[config.mk]
export PLATFORM = sky130hd
export DESIGN_NAME = dfa_fallback_ctrl
export DESIGN_NICKNAME = d
export VERILOG_FILES = /design/src/rtl/dfa_fb_pkg.sv /design/src/rtl/dfa_fb_seq.sv /design/src/rtl/dfa_fb_chunk_buf.sv /design/src/rtl/dfa_fb_walker.sv /design/src/rtl/dfa_fallback_ctrl.sv
export SDC_FILE = /design/constraint.sdc
export NUM_CORES = 1
export LEC_CHECK = 0
export BUFFER_PORTS_ARGS = -buffer_cell sky130_fd_sc_hd__buf_2
export CORE_UTILIZATION = 41
export DETAILED_ROUTE_END_ITERATION = 7
export GPL_TIMING_DRIVEN = 0
export HOLD_SLACK_MARGIN = 0.02
export PLACE_DENSITY = 0.71
export SYNTH_ARGS = -nofsm -noshare
export SYNTH_HDL_FRONTEND = slang
export SYNTH_SLANG_ARGS = --single-unit
[constraint.sdc]
create_clock -name clk_i -period 4.52 [get_ports clk_i]
set_input_delay 0.226 -clock clk_i [delete_from_list [all_inputs] [get_ports clk_i]]
set_output_delay 0.226 -clock clk_i [all_outputs]
set_load 0.03 [all_outputs]
[src/rtl/dfa_fb_pkg.sv]
`timescale 1ns/1ps
package dfa_fb_pkg;
  typedef enum logic [1:0] {
    ST_RUN    = 2'd0,
    ST_HALT   = 2'd1,
    ST_WALK   = 2'd2,
    ST_RESUME = 2'd3
  } fb_state_e;
endpackage

[src/rtl/dfa_fb_seq.sv]
`timescale 1ns/1ps
module dfa_fb_seq
  import dfa_fb_pkg::*;
#(
  parameter int CHUNK_BYTES = 4,
  localparam int IDX_W = $clog2(CHUNK_BYTES + 1)
) (
  input  logic             clk_i,
  input  logic             rst_ni,
  input  logic             esc_valid_i,
  output fb_state_e        state_o,
  output logic [IDX_W-1:0] idx_o,
  output logic             capture_o,
  output logic             last_o
);
  fb_state_e        state_q;
  logic [IDX_W-1:0] idx_q;

  assign capture_o = (state_q == ST_RUN) && esc_valid_i;
  assign last_o    = (idx_q == IDX_W'(CHUNK_BYTES));
  assign state_o   = state_q;
  assign idx_o     = idx_q;

  // idx_q: next chunk byte to issue; HALT issues byte 0
  always_ff @(posedge clk_i or negedge rst_ni) begin
    if (!rst_ni) begin
      state_q <= ST_RUN;
      idx_q   <= '0;
    end else begin
      case (state_q)
        ST_RUN: begin
          idx_q <= '0;
          if (esc_valid_i) state_q <= ST_HALT;
        end
        ST_HALT: begin
          idx_q   <= IDX_W'(1);
          state_q <= ST_WALK;
        end
        ST_WALK: begin
          if (last_o) state_q <= ST_RESUME;
          else        idx_q   <= idx_q + IDX_W'(1);
        end
        default: begin
          idx_q   <= '0;
          state_q <= ST_RUN;
        end
      endcase
    end
  end
endmodule

[src/rtl/dfa_fb_chunk_buf.sv]
`timescale 1ns/1ps
module dfa_fb_chunk_buf #(
  parameter int CHUNK_BYTES = 4,
  parameter int BYTE_W      = 8,
  parameter int STATE_W     = 4,
  localparam int IDX_W      = $clog2(CHUNK_BYTES + 1),
  localparam int CHUNK_W    = CHUNK_BYTES * BYTE_W
) (
  input  logic               clk_i,
  input  logic               rst_ni,
  input  logic               capture_i,
  input  logic [CHUNK_W-1:0] chunk_i,
  input  logic [STATE_W-1:0] state_i,
  input  logic [IDX_W-1:0]   idx_i,
  output logic [BYTE_W-1:0]  byte_o,
  output logic [STATE_W-1:0] start_state_o
);
  logic [CHUNK_W-1:0] chunk_q;
  logic [STATE_W-1:0] state_q;
  logic [BYTE_W-1:0]  bytes [CHUNK_BYTES];

  always_ff @(posedge clk_i or negedge rst_ni) begin
    if (!rst_ni) begin
      chunk_q <= '0;
      state_q <= '0;
    end else if (capture_i) begin
      chunk_q <= chunk_i;
      state_q <= state_i;
    end
  end

  for (genvar g = 0; g < CHUNK_BYTES; g++) begin : g_split
    assign bytes[g] = chunk_q[g*BYTE_W +: BYTE_W];
  end

  always_comb begin
    byte_o = '0;
    for (int i = 0; i < CHUNK_BYTES; i++)
      if (idx_i == IDX_W'(i)) byte_o = bytes[i];
  end

  assign start_state_o = state_q;
endmodule

[src/rtl/dfa_fb_walker.sv]
`timescale 1ns/1ps
module dfa_fb_walker
  import dfa_fb_pkg::*;
#(
  parameter int STATE_W = 4,
  parameter int BYTE_W  = 8,
  localparam int ADDR_W = STATE_W + BYTE_W,
  localparam int WORD_W = STATE_W + 1
) (
  input  fb_state_e          state_i,
  input  logic               last_i,
  input  logic [STATE_W-1:0] start_state_i,
  input  logic [BYTE_W-1:0]  byte_i,
  input  logic [WORD_W-1:0]  mem_rdata_i,
  output logic               mem_req_o,
  output logic [ADDR_W-1:0]  mem_addr_o,
  output logic               wb_valid_o,
  output logic [STATE_W-1:0] wb_state_o,
  output logic               hit_o
);
  logic               walking;
  logic [STATE_W-1:0] cur_state;

  assign walking = (state_i == ST_WALK);
  // returned word feeds the next address directly: one byte per cycle
  assign cur_state  = walking ? mem_rdata_i[STATE_W-1:0] : start_state_i;
  assign mem_req_o  = (state_i == ST_HALT) || (walking && !last_i);
  assign mem_addr_o = {cur_state, byte_i};
  assign wb_valid_o = walking && last_i;
  assign wb_state_o = cur_state;
  assign hit_o      = walking && mem_rdata_i[STATE_W];
endmodule

[src/rtl/dfa_fallback_ctrl.sv]
`timescale 1ns/1ps
module dfa_fallback_ctrl
  import dfa_fb_pkg::*;
#(
  parameter int CHUNK_BYTES = 4,
  parameter int STATE_W     = 4,
  parameter int BYTE_W      = 8,
  localparam int ADDR_W     = STATE_W + BYTE_W,
  localparam int WORD_W     = STATE_W + 1,
  localparam int CHUNK_W    = CHUNK_BYTES * BYTE_W,
  localparam int IDX_W      = $clog2(CHUNK_BYTES + 1)
) (
  input  logic               clk_i,
  input  logic               rst_ni,
  input  logic               esc_valid_i,
  input  logic [CHUNK_W-1:0] esc_chunk_i,
  input  logic [STATE_W-1:0] esc_state_i,
  input  logic               fast_match_i,
  output logic               halt_o,
  output logic               in_ready_o,
  output logic               mem_req_o,
  output logic [ADDR_W-1:0]  mem_addr_o,
  input  logic [WORD_W-1:0]  mem_rdata_i,
  output logic               wb_valid_o,
  output logic [STATE_W-1:0] wb_state_o,
  output logic               resume_o,
  output logic               match_o
);
  fb_state_e          state;
  logic [IDX_W-1:0]   idx;
  logic               capture;
  logic               last;
  logic [BYTE_W-1:0]  cur_byte;
  logic [STATE_W-1:0] start_state;
  logic               walk_hit;

  dfa_fb_seq #(.CHUNK_BYTES(CHUNK_BYTES)) u_seq (
    .clk_i      (clk_i),
    .rst_ni     (rst_ni),
    .esc_valid_i(esc_valid_i),
    .state_o    (state),
    .idx_o      (idx),
    .capture_o  (capture),
    .last_o     (last)
  );

  dfa_fb_chunk_buf #(
    .CHUNK_BYTES(CHUNK_BYTES),
    .BYTE_W     (BYTE_W),
    .STATE_W    (STATE_W)
  ) u_buf (
    .clk_i        (clk_i),
    .rst_ni       (rst_ni),
    .capture_i    (capture),
    .chunk_i      (esc_chunk_i),
    .state_i      (esc_state_i),
    .idx_i        (idx),
    .byte_o       (cur_byte),
    .start_state_o(start_state)
  );

  dfa_fb_walker #(.STATE_W(STATE_W), .BYTE_W(BYTE_W)) u_walk (
    .state_i      (state),
    .last_i       (last),
    .start_state_i(start_state),
    .byte_i       (cur_byte),
    .mem_rdata_i  (mem_rdata_i),
    .mem_req_o    (mem_req_o),
    .mem_addr_o   (mem_addr_o),
    .wb_valid_o   (wb_valid_o),
    .wb_state_o   (wb_state_o),
    .hit_o        (walk_hit)
  );

  assign halt_o     = (state != ST_RUN);
  assign in_ready_o = (state == ST_RUN) && !esc_valid_i;
  assign resume_o   = (state == ST_RESUME);
  // fast reports only count while running; walk reports only while halted
  assign match_o    = ((state == ST_RUN) && fast_match_i) || walk_hit;
endmodule

* Word level (Yosys, flattened, before mapping)
Index checks and enable logic that the tools add are counted.
** Storage, ports and cells
- Bits in registers :: 41
- Word-level logic and storage cells :: 39
- Bits of input ports :: 45
- Output and inout port bits :: 22
** Cells by class
- Muxes and demuxes :: 10
- $add $sub $neg :: 1
- Reductions and logical operators :: 14
- Eq/ne operators :: 10
** Operators with widths (number)
- $mux 8 :: 4
- $eq 3x2->1 const B :: 2
- $logic_and 1x1->1 :: 6
- $pmux 2 s3 :: 1
- $pmux 3 s2 :: 1
- $eq 2x2->1 const B :: 2
- $mux 2 :: 2
- $mux 4 :: 1
- $ne 2x2->1 const B :: 2
- $add 3x1->3 const B :: 1
- $eq 3x1->1 const B :: 1
- $eq 3x3->1 const B :: 1
- $logic_not 3->1 :: 1
- $mux 3 :: 1
- $eq 2x1->1 const B :: 1
- $logic_not 1->1 :: 2
- $logic_not 2->1 :: 1
- $logic_or 1x1->1 :: 2
- $ne 2x1->1 const B :: 1
- $reduce_and 2->1 :: 1
- $reduce_bool 2->1 :: 1

* Depth between registers and ports, before layout
Gate-level depths: netlist (run 1).
- Word-level depth :: 5
- Gate-level depth with buffers :: 6
- Gate-level depth less buffers :: 5

* By module
Synthesis (run 1) repeated with hierarchy kept, for this count alone.
** Second synthesis, totals
- Cell total of the unflattened synthesis :: 169
- Area, all modules :: 2280.9 um^2
** Modules (own cells, without submodules)
- dfa_fb_chunk_buf :: instances 1, area each 1725.4 um^2, cells an instance 106, sequential area each 900.9 um^2
- dfa_fb_seq :: instances 1, area each 345.3 um^2, cells an instance 37, sequential area each 125.1 um^2
- dfa_fb_walker :: instances 1, area each 178.9 um^2, cells an instance 21, sequential area each 0.0 um^2
- dfa_fallback_ctrl :: instances 1, area each 31.3 um^2, cells an instance 5, sequential area each 0.0 um^2

* Worst setup path before layout (run 1)
Ideal clock, no wire load.
- Path kind :: register to output
- Start :: reg u_seq.idx_q[0], in the netlist u_seq.idx_o[0]
- End :: out mem_addr_o[0]
- Setup slack :: 2346 ps
- Data arrival time :: 1948 ps
- Data required time :: 4294 ps
- Stages on the path, launching flop included :: 7
- Path buffers :: 1
- Path through :: dfrtp_1 -> ha_1 -> ha_1 -> buf_2 -> nor2_1 -> o21ai_0 -> o21ai_0
** On the way
- Word-level cells in the longest chain between the ends :: 5
- Elaborated cells between the ends (all ways) :: 8
- Those cells by class :: eq/ne (3); mux (4); reduce/logical (1)
** Ends and longest elaborated chain
- start, declared :: RTL line dfa_fb_seq.sv:17 : logic [IDX_W-1:0] idx_q;
- start signal, assigned :: RTL line dfa_fb_seq.sv:41 : else idx_q <= idx_q + IDX_W'(1);
- $logic_not 3->1 :: RTL line dfa_fb_chunk_buf.sv:39 : if (idx_i == IDX_W'(i)) byte_o = bytes[i];
- $mux 8 (3 in a row) :: RTL line dfa_fb_chunk_buf.sv:39
- $mux 8 * :: RTL line dfa_fb_chunk_buf.sv:39
- end, declared :: RTL line dfa_fallback_ctrl.sv:22 : output logic [ADDR_W-1:0] mem_addr_o,
Mark *: on every way between the ends. The rest lies on a longest branch, timed or not.

* Worst setup path after layout (run 1)
- Start :: reg u_seq.idx_q[0], in the netlist u_seq.idx_o[0]
- End :: out mem_addr_o[2]
Same word-level chain as after synthesis.

==> results of run 1 <==
[worst min-delay path by stage]
stage	endpoint	depth (start not counted)	from	slack (ps)
finish	u_buf.chunk_q[13]	1	rst_ni	50
detailed placement	u_buf.chunk_q[13]	1	rst_ni	400
global route	u_buf.chunk_q[23]	1	rst_ni	100
global placement	u_buf.chunk_q[8]	1	rst_ni	410
CTS	u_buf.chunk_q[23]	1	rst_ni	80
floorplan	u_buf.chunk_q[0]	0	rst_ni	-70
[metal layers]
layer	part of all wire, %	global-route usage [%]	wire (um)
met3	4.5	6.10	202
met2	50	28.0	2240
met1	45	23.4	2010
met4	0.43	4.91	19
met5	0	0	0
[synth_stat cells (all sizes together)]
cell and count:
dfrtp 41, mux2 41, o21ai 18, nand2 13, buf 10, ha 9
a221oi 8, inv 7, nor2b 4, a21boi 1, a21o 1, a21oi 1
a22o 1, and2b 1, and3 1, clkbuf 1, nand4 1, nor2 1
o22a 1
[power by group through the flow]
stage	sequential, mW	clock (mW)	combinational [mW]
floorplan	0.627	0	0.912
global route	0.681	0.331	1.23
detailed placement	0.662	0	1.15
finish	0.661	0.306	1.14
CTS	0.661	0.314	1.15
global placement	0.658	0	1.13
[worst max-delay path, stage by stage (launching register included)]
cell     delay, ps
dfrtp_1        430
ha_1           220
ha_1           160
buf_2          170
nor2_1         380
o21ai_0        200
o21ai_0        240
buf_2          240
[cells by family after synthesis]
family	share of synthesized area (%)
multiplexers	27.0
flip-flops	48.2
AO/OA/AOI/OAI	9.29
AND/OR/NAND/NOR	5.06
buffers and inverters	5.17
adder cells (fa/ha/maj)	5.29
[layout make-up]
| class | instances | area, sq um |
|---|---|---|
| fill | 433 | 2190 |
| sequential | 41 | 1030 |
| multi-input combinational | 102 | 992 |
| timing repair buffer | 66 | 330 |
| clock buffer | 7 | 86.3 |
| buffer | 11 | 83.8 |
| tap | 67 | 83.8 |
| clock inverter | 1 | 30.0 |
| inverter | 7 | 26.3 |
[state kept, by name (all words and copies together), names as in the netlist]
name	flops
u_seq.idx_o	3
u_buf.start_state_o	4
u_buf.chunk_q	32
u_seq.state_o	2
[stage by stage]
step / setup WS (ps) / std cells / utilization [%] / power, mW
floorplan: 2350 / 161 / - / 1.54
global placement: 2350 / 294 / 52.4 / 1.79
detailed placement: 2290 / 294 / 52.4 / 1.81
CTS: 1930 / 302 / 54.8 / 2.13
global route: 1860 / 302 / 54.8 / 2.24
finish: 1960 / 302 / 54.8 / 2.11
==> impl_results.md, run 1 <==
* Worst-path clk slew at ~80 ps
* Worst setup path end: mem_addr_o[2]
* Die Ht at 74.1 um
* Cell Area, Placed at about 2500 sq um
* Synth cell types at 25
* CP endpoint kind: output port
* I/O Pins at 67
* CP Launch Point: u_seq.idx_o[0]
* Vias per std cell at 4.93
* Clock buffer depth at 2
* Setup Buffers After CTS at 0
* Switch share at 39.6%
* Nets at approximately 290
* Slew @ Worst Pin at ~900 ps
* Area Overhead vs Synth at 24.9%
* Worst slew margin at roughly two fifths
* Most common cell after layout, fill and taps aside: buf_2
* Syn Area/Cell at 13.2 sq um
* Yosys warns at 0
* GPL Wtd Cong at 0.775
* Row Count at 25
* Arr. time, crit path at about 2300 ps
* Post-layout minimum cycle time at 2560 ps
* Clock Skews at between 4 and 5 ps
* Initial Util at 43.9%
* Top post-synthesis cells by area: dfrtp_1 48%, mux2_4 21%, mux2_2 5.8%, ha_1 5.3%, o21ai_0 3.8%
* P per Cell Area at approximately 790 nW/um^2
* Commonest cells after routing, fill and taps aside: 69 x buf_2, 41 x dfrtp_1, 30 x mux2_4, 16 x o21ai_0, 12 x nand2_1
* Status: complete, no violations
* Max-cap violations at 0
* Vias post-DR at around 1,500
* Die ar. at between 5000 and 6000 sq um
* DRT Wirelength at roughly 4.5 mm
* Combinational share of power at 54.2%
* Htree depth at 2
* Pint at 1.27 mW
* Worst Hold Class: in2async
* Reg2reg end: u_seq.state_o[1]
* Slew Viols, Final at 0
* R2R Path Start: u_seq.state_o[0]
* F_max at between 0.3 and 0.4 GHz
* Clock network power share at roughly 14%
* DP HPWL at about 3.3 mm
* First-pass GRT wire length at roughly 7.2 mm
* Final period util at a little under three fifths
* Yosys reg bits at 41
* Core Region at 4850 sq um
* TritonCTS clock tree: yes
* Post-CTS resize count at 0
* Worst Hold Margin at 50.4 ps
* Worst-Skew Late Latency at roughly 290 ps
* Pre-antenna DRT Iters at 4
* Number of global-route vias before repair at about 1,500
* 1st-iter DRT viols at between 60 and 70
* VDD IR max at about 460 uV
* Ratio of cells with drive above 1 in the final layout at between 50% and 60%
* Total gr overflow at 0
* Post-synthesis sequential area ratio at roughly 48%
* R2R depth at 5
* IO Port Bufs at 66
* Hold buffer count at CTS at 0
* Tot GR Track Use at between 15 and 20%
* DRT antenna net count at 0
* CTS Root Cell: clkbuf_8
* Reg2Reg Setup Slack at ~2900 ps
* Syn Inst Count at around 160
* Critical Path RT at around 4300 ps
* Crit Path Max Fanout at 9
* Num CTS Buffers at 5
* Post-synth top area cell: dfrtp_1
* DRC violations left at 0
* Die X at between 70 and 80 um
* P_sw at roughly 0.84 mW
* Clock tree sinks at slightly above 40
* # diodes at 0
* RSZ-0062 raised after global routing: false
* Crit Path Class: reg2out
* Startpoint types: flop
* Initial antenna violation count at 0
* Final setup fails at 0
* Synth Cell Area at 2130 sq um
* Part of the power in registers at between 30% and 40%
* P_leak at roughly 1.4 nW
* Mapped Nets at ~220
* Largest net degree at the start of global routing at 42
* Final hold vios at 0
* Setup Total Neg Slack at 0 ps
* Final Cell Area at 2660 sq um
* Routed WL per cell at ~15 um
* Yosys top cell area share at ~48%
No activity file was read; power rests on OpenSTA's default activity.
==> inputs of run 2 (changes only) <==
Clock period 4.52 ns to 2.4 ns, I/O delays scaled along.
==> run 2 against run 1 <==
  * Combinational power up 89%
  * Global-route usage hardly changed
  * Count of clock-buffer cells in the layout stayed put
  * Sequential power increased by 89%
  * Critical endpoint unchanged
  * Utilization rose by 0.26 points
  * Critical path depth did not move
  * Register-to-register slack got worse by 2100 ps
  * Die area is the same
  * Design area increased by 0.47%
==> impl_results.md, run 2 (synthesis results as in run 1) <==
* Most flop-heavy register: u_buf.chunk_q
* Arr. time, crit path at 2160 ps (-170 ps)
* IO Port Bufs at 66 (unchanged)
* CP endpoint kind: output port
* P_sw at 1.58 mW (+89%)
* Status: complete, no violations
* Pint at 2.40 mW (+88%)
* Area Overhead vs Synth at 25.5%
* Core Region at 4850 sq um (unchanged)
* GPL Wtd Cong at 0.775 (unchanged)
* RSZ-0062 raised after global routing: false
* Crit Path Class: reg2out
* Pre-antenna DRT Iters at 4 (unchanged)
* DRT antenna net count at 0 (unchanged)
* Worst Hold Class: in2reg
* Clock buffer depth at 2 (unchanged)
* Nets at 289 (+0.35%)
* R2R Path Start: u_seq.state_o[0]
* Die Ht at 74.1 um (unchanged)
* Worst-Skew Late Latency at 290 ps (about the same)
* Ratio of cells with drive above 1 in the final layout at 54.2% (+0.19 points)
* Total gr overflow at 0 (unchanged)
* Routed WL per cell at 14.8 um (about the same)
* Critical Path RT at 2280 ps (-2010 ps)
* CP Launch Point: u_seq.idx_o[0]
* Htree depth at 2 (unchanged)
* Die X at 74.1 um (unchanged)
* Part of the power in registers at 31.4% (about the same)
* Setup WS pre-CTS at 278 ps (-2010 ps)
* Worst Hold Margin at 47.8 ps (-2.59 ps)
* Largest net degree at the start of global routing at 42 (unchanged)
* Crit Path Max Fanout at 9 (unchanged)
* Num CTS Buffers at 5 (unchanged)
* Vias per std cell at 4.91 (-0.33%)
* Clock network power share at 14.5% (about the same)
* Slew @ Worst Pin at 904 ps (+2.51 ps)
* Combinational share of power at 54.2% (about the same)
* Most common cell after layout, fill and taps aside: buf_2
* Tot Pwr at 3.98 mW (+88%)
* P per Cell Area at 1490 nW/um^2 (+88%)
* Die ar. at 5480 sq um (unchanged)
* Initial antenna violation count at 0 (unchanged)
* Switch share at 39.6% (about the same)
* Vias post-DR at 1,488 (unchanged)
* TritonCTS clock tree: yes
* DP HPWL at 3.26 mm (unchanged)
* Final hold vios at 0 (unchanged)
* P_leak at 1.39 nW (+0.37%)
* Setup Total Neg Slack at 0 ps (unchanged)
* Final setup fails at 0 (unchanged)
* Initial Util at 43.9% (unchanged)
* DRT Wirelength at 4.48 mm (+0.25%)
* Post-layout minimum cycle time at between 2000 and 2500 ps
* DRC violations left at 0 (unchanged)
* Max-cap violations at 0 (unchanged)
* Max reg flops at 32 (unchanged)
* Number of global-route vias before repair at 1,547 (+0.39%)
* Worst-path clk slew at 80 ps (about the same)
* Startpoint types: flop
* VDD IR max at 875 uV (+88%)
* Clock Skews at 5.69 ps (+1.03 ps)
* Final period util at between 90% and 100%
* F_max at approximately 0.44 GHz
* Setup Buffers After CTS at 0 (unchanged)
* 1st-iter DRT viols at 78 (+15%)
* # diodes at 0 (unchanged)
* Commonest cells after routing, fill and taps aside: 69 x buf_2, 41 x dfrtp_1, 30 x mux2_4, 16 x o21ai_0, 12 x nand2_1
* Slew Viols, Final at 0 (unchanged)
* Hold Crit Start: esc_state_i[1]
* Clock tree sinks at 41 (unchanged)
* Row Count at 25 (unchanged)
* Worst slew margin at 39.7% (-0.17 points)
* First-pass GRT wire length at 7.18 mm (+0.18%)
* CTS Root Cell: clkbuf_8
* Tot GR Track Use at 17.8% (+0.029 points)
* Fillers at 430 (-0.69%)
* Setup WS post-layout at 120 ps (-1840 ps)
* I/O Pins at 67 (unchanged)
[run 2: changes by cell type in the layout (fill, tap and decap cells not counted)]
cell,delta
dlygate4sd3_1,+1
nor2_2,+1
nor2_1,-1
[run 2: worst max-delay path, stage by stage (launching register included)]
cell	delay, ps
dfrtp_1	430
ha_1	220
ha_1	160
buf_2	170
nor2_2	250
o21ai_0	170
o21ai_0	230
buf_2	240
[run 2: final timing paths]
path | end | slack, ps | cells past startpoint
min | u_buf.start_state_o[1] | 50 | 2
max | mem_addr_o[2] | 120 | 7
max in group asynchronous | u_seq.state_o[0] | 1350 | 2
min in group asynchronous | u_buf.chunk_q[5] | 490 | 2
max reg2reg | u_seq.state_o[1] | 800 | 5
min reg2reg | u_buf.chunk_q[22] | 510 | 1
[run 2: final cells by class]
class                           count  area (sq um)  area share, %
Sequential cell                    41          1030           38.4
Timing Repair Buffer               67           340           12.7
Tap cell                           67          83.8           3.14
Inverter                            7          26.3          0.984
Clock buffer                        7          86.3           3.23
Multi-Input combinational cell    102           995           37.2
Clock inverter                      1          30.0           1.12
Buffer                             11          83.8           3.14
[run 2: what timing repair did]
item,CTS,global route
gates resized for setup,1,0
setup endpoints to repair,2,0
hold buffers,1,0
endpoints found under the hold margin,41,0
[run 2: layer usage]
metal / share of wire, % / vias up / GRT usage, %
li1: - / 712 / -
met1: 46 / 734 / 23.4
met2: 50 / 40 / 28.1
met3: 4.4 / 2 / 6.10
met4: 0.42 / 0 / 4.91
met5: 0 / - / 0
[run 2: per-stage QoR]
step	cell area [sq um]	utilization (%)	cells
after global routing	2670	55.1	303
after floorplan	2130	-	161
after detailed placement	2540	52.4	294
after CTS	2670	55.1	303
after global placement	2540	52.4	294
final	2670	55.1	303
[run 2: power groups by stage]
stage | Sequential (mW) | Combinational (mW) | Clock (mW)
final | 1.25 | 2.15 | 0.575
after global routing | 1.28 | 2.31 | 0.623
after CTS | 1.24 | 2.17 | 0.592
after detailed placement | 1.25 | 2.16 | 0
after global placement | 1.24 | 2.13 | 0
after floorplan | 1.18 | 1.72 | 0
==> inputs of run 3 (changes only) <==
Settings changed: ABC_AREA set to 1, BUFFER_PORTS_ARGS -buffer_cell sky130_fd_sc_hd__buf_2 to -buffer_cell sky130_fd_sc_hd__buf_4, CORE_UTILIZATION 41 to 51, PLACE_DENSITY 0.71 to 0.84.
==> run 3 against run 2 <==
  * Count of clock-buffer cells in the layout is the same
  * Fmax increased by 4.9%
  * Die area down 16%
  * Total power increased by 2.2%
  * Utilization rose by 16 points
  * Register-to-register slack improved by 70 ps
  * Combinational power increased by 12%
  * Non-clock buffer count is 2 higher
  * Worst setup slack better by 110 ps
  * Final cell count up 27%
  * Design area rose by 8.2%
==> impl_results.md, run 3 <==
* F_max at 0.460 GHz (+4.9%)
* Num CTS Buffers at 5 (unchanged)
* Most flop-heavy register: u_buf.chunk_q
* Initial antenna violation count at 0 (unchanged)
* Total gr overflow at 0 (unchanged)
* P_leak at 1.62 nW (+17%)
* Critical Path RT at 2280 ps (about the same)
* VDD IR max at 925 uV (+5.7%)
* Die ar. at 4630 sq um (-16%)
* Clock buffer depth at 2 (unchanged)
* Commonest cells after routing, fill and taps aside: 70 x buf_4, 61 x nand2_1, 41 x dfrtp_1, 39 x inv_1, 29 x nor2_1
* DRT antenna net count at 0 (unchanged)
* Synth Cell Area at 2220 sq um (+4.4%)
* Post-layout minimum cycle time at 2170 ps (-107 ps)
* Reg2reg end: u_buf.chunk_q[24]
* Synth cell types at 20 (-20%)
* Yosys warns at 0 (unchanged)
* Hold Crit Start: esc_state_i[3]
* R2R Path Start: u_seq.state_o[0]
* Slew @ Worst Pin at 505 ps (-400 ps)
* Hold path cells at 2 (unchanged)
* GPL Wtd Cong at 0.812 (+4.7%)
* EDFF count, synth at 0 (unchanged)
* Post-CTS resize count at 0 (-1)
* P per Cell Area at 1410 nW/um^2 (-5.6%)
* Vias post-DR at 1,858 (+25%)
* Area Overhead vs Synth at 30.1%
* Reg2Reg Setup Slack at 870 ps (+70 ps)
* Hold EP: u_buf.start_state_o[3]
* TritonCTS clock tree: yes
* Async S/R FF share, synth at 100% (unchanged)
* Slew Viols, Final at 0 (unchanged)
* Crit Path Class: reg2out
* I/O Pins at 67 (unchanged)
* Worst Hold Class: in2reg
* Setup WS post-layout at 227 ps (+107 ps)
* Fillers at 329 (-23%)
* DRT Wirelength at 4.78 mm (+6.7%)
* Final hold vios at 0 (unchanged)
* Yosys top cell area share at 46.2% (-2.0 points)
* Core Region at 4090 sq um (-16%)
* Final setup fails at 0 (unchanged)
* RSZ-0062 raised after global routing: false
* Crit Path Max Fanout at 9 (unchanged)
* Mapped Nets at 313 (+46%)
* # diodes at 0 (unchanged)
* Setup WS pre-CTS at 560 ps (+281 ps)
* First-pass GRT wire length at 7.69 mm (+7.1%)
* Multi-input logic area at 955 sq um (-4.0%)
* Most common cell after layout, fill and taps aside: buf_4
* DRC violations left at 0 (unchanged)
* Htree depth at 2 (unchanged)
* Max reg flops at 32 (unchanged)
* Syn Inst Count at 259 (+61%)
* Most frequent cell after synthesis: nand2_1
* Setup Total Neg Slack at 0 ps (unchanged)
* Clock Skews at 2.50 ps (-3.20 ps)
* Worst slew margin at 66.4% (+27 points)
* Tot GR Track Use at 23.0% (+5.2 points)
* Vias per std cell at 4.84 (-1.5%)
* Number of global-route vias before repair at 1,805 (+17%)
* DP HPWL at 3.67 mm (+13%)
* Post-synthesis sequential area ratio at 46.2% (-2.0 points)
* Ratio of cells with drive above 1 in the final layout at 31.4% (-23 points)
* Initial Util at 54.4% (+10 points)
* Nets at 387 (+34%)
* Die X at 68.0 um (-8.2%)
* Worst-path clk slew at 70 ps (about the same)
* CTS Root Cell: clkbuf_8
* Seq. cell area at 1030 sq um (unchanged)
* CP endpoint kind: output port
* Largest net degree at the start of global routing at 42 (unchanged)
* Post-synth top cells: 61 x nand2_1, 41 x dfrtp_1, 39 x inv_1, 29 x nor2_1, 20 x a21oi_1
* Post-synth top area cell: dfrtp_1
* R2R depth at 5 (unchanged)
* Primary FF master, synth: dfrtp_1
* IO Port Bufs at 66 (unchanged)
* Syn Area/Cell at 8.58 sq um (-35%)
* Routed WL per cell at 12.5 um (-16%)
* Row Count at 23 (-8.0%)
* Worst-Skew Late Latency at 290 ps (about the same)
* Yosys reg bits at 41 (unchanged)
* Final period util at 90.5% (-4.5 points)
* Max-cap violations at 0 (unchanged)
* Status: complete, no violations
* Startpoint types: flop
* Arr. time, crit path at 2050 ps (-110 ps)
* Pre-antenna DRT Iters at 4 (unchanged)
* 1st-iter DRT viols at 134 (+72%)
* Clock tree sinks at 41 (unchanged)
* Die Ht at 68.0 um (-8.2%)
* Top post-synthesis cells by area: dfrtp_1 46%, nand2_1 10%, mux2_4 8.8%, inv_1 6.6%, ha_1 5.1%
-- run 3: cell count changes after synthesis, sizes merged, moves of 18 or more --
cell | previous run | this run
a21oi | 1 | 20
inv | 7 | 39
mux2 | 41 | 18
nand2 | 13 | 62
nand3 | 0 | 18
nor2 | 1 | 30
-- run 3: layout make-up --
class	count	area share, %
repair buffers	67	17.5
flip-flops and latches	41	35.5
multi-input cells	165	33.0
inverters	40	5.19
clock inverters	1	0.173
clock buffers	7	3.33
well taps	50	2.16
plain buffers	13	3.16
-- run 3: report_power, final --
part / switching [mW] / leakage, nW / total [mW] / internal (mW)
clock network: 0.226 / 0.0542 / 0.485 / 0.260
logic: 1.40 / 1.10 / 2.40 / 0.999
registers: 0.164 / 0.472 / 1.18 / 1.02
total: 1.79 / 1.62 / 4.06 / 2.28
-- run 3: cells by family (layout without fill, tap and decap cells) --
logic type / Yosys count / after routing / share of synthesized area (%)
simple gates: 110 / 110 / 20.0
buf+inv: 53 / 128 / 10.9
flops: 41 / 41 / 46.2
compound gates: 28 / 28 / 6.53
mux: 18 / 18 / 11.3
fa+ha+maj: 9 / 9 / 5.07
-- run 3: critical path: stages (launching register included) --
cell      delay, ps
dfrtp_1         430
clkinv_1        240
ha_1            260
clkbuf_1        180
inv_1           220
nand2_1          80
inv_1            50
nand2_1          40
nand2_1          80
buf_4           160
-- run 3: metal layers --
metal  vias to the layer above  GRT usage (%)  routed length [um]
li1                        946              -                   -
met1                       834           28.2                2060
met2                        64           37.9                2370
met3                        14           6.50                 231
met4                         0           9.38                 121
met5                         -              0                   0
-- run 3: stage by stage --
step	cell area, sq um	util [%]	power [mW]	std cells	hold slack (ps)
global placement	2780	68.0	3.51	375	122
finish	2890	70.8	4.06	384	50.5
detailed placement	2780	68.0	3.59	375	126
floorplan	2220	-	2.83	259	-176
CTS	2890	70.8	4.09	384	43.9
global route	2890	70.8	4.37	384	34.8
-- run 3: worst max-delay path by stage --
| stage | from | to | depth (start not counted) |
|---|---|---|---|
| after floorplan | u_seq.state_o[0] | wb_state_o[1] | 5 |
| after global placement | u_seq.idx_o[2] | mem_addr_o[6] | 9 |
| after detailed placement | u_seq.idx_o[2] | mem_addr_o[1] | 9 |
| after CTS | u_seq.idx_o[2] | mem_addr_o[1] | 9 |
| after global routing | u_seq.idx_o[2] | mem_addr_o[7] | 9 |
| final | u_seq.idx_o[2] | mem_addr_o[6] | 9 |
-- run 3: timing repair --
| action | CTS | global route |
|---|---|---|
| setup buffers | 0 | 0 |
| hold buffers | 1 | 0 |
| hold endpoints to repair | 41 | 0 |
| endpoints found under the setup margin | 0 | 0 |
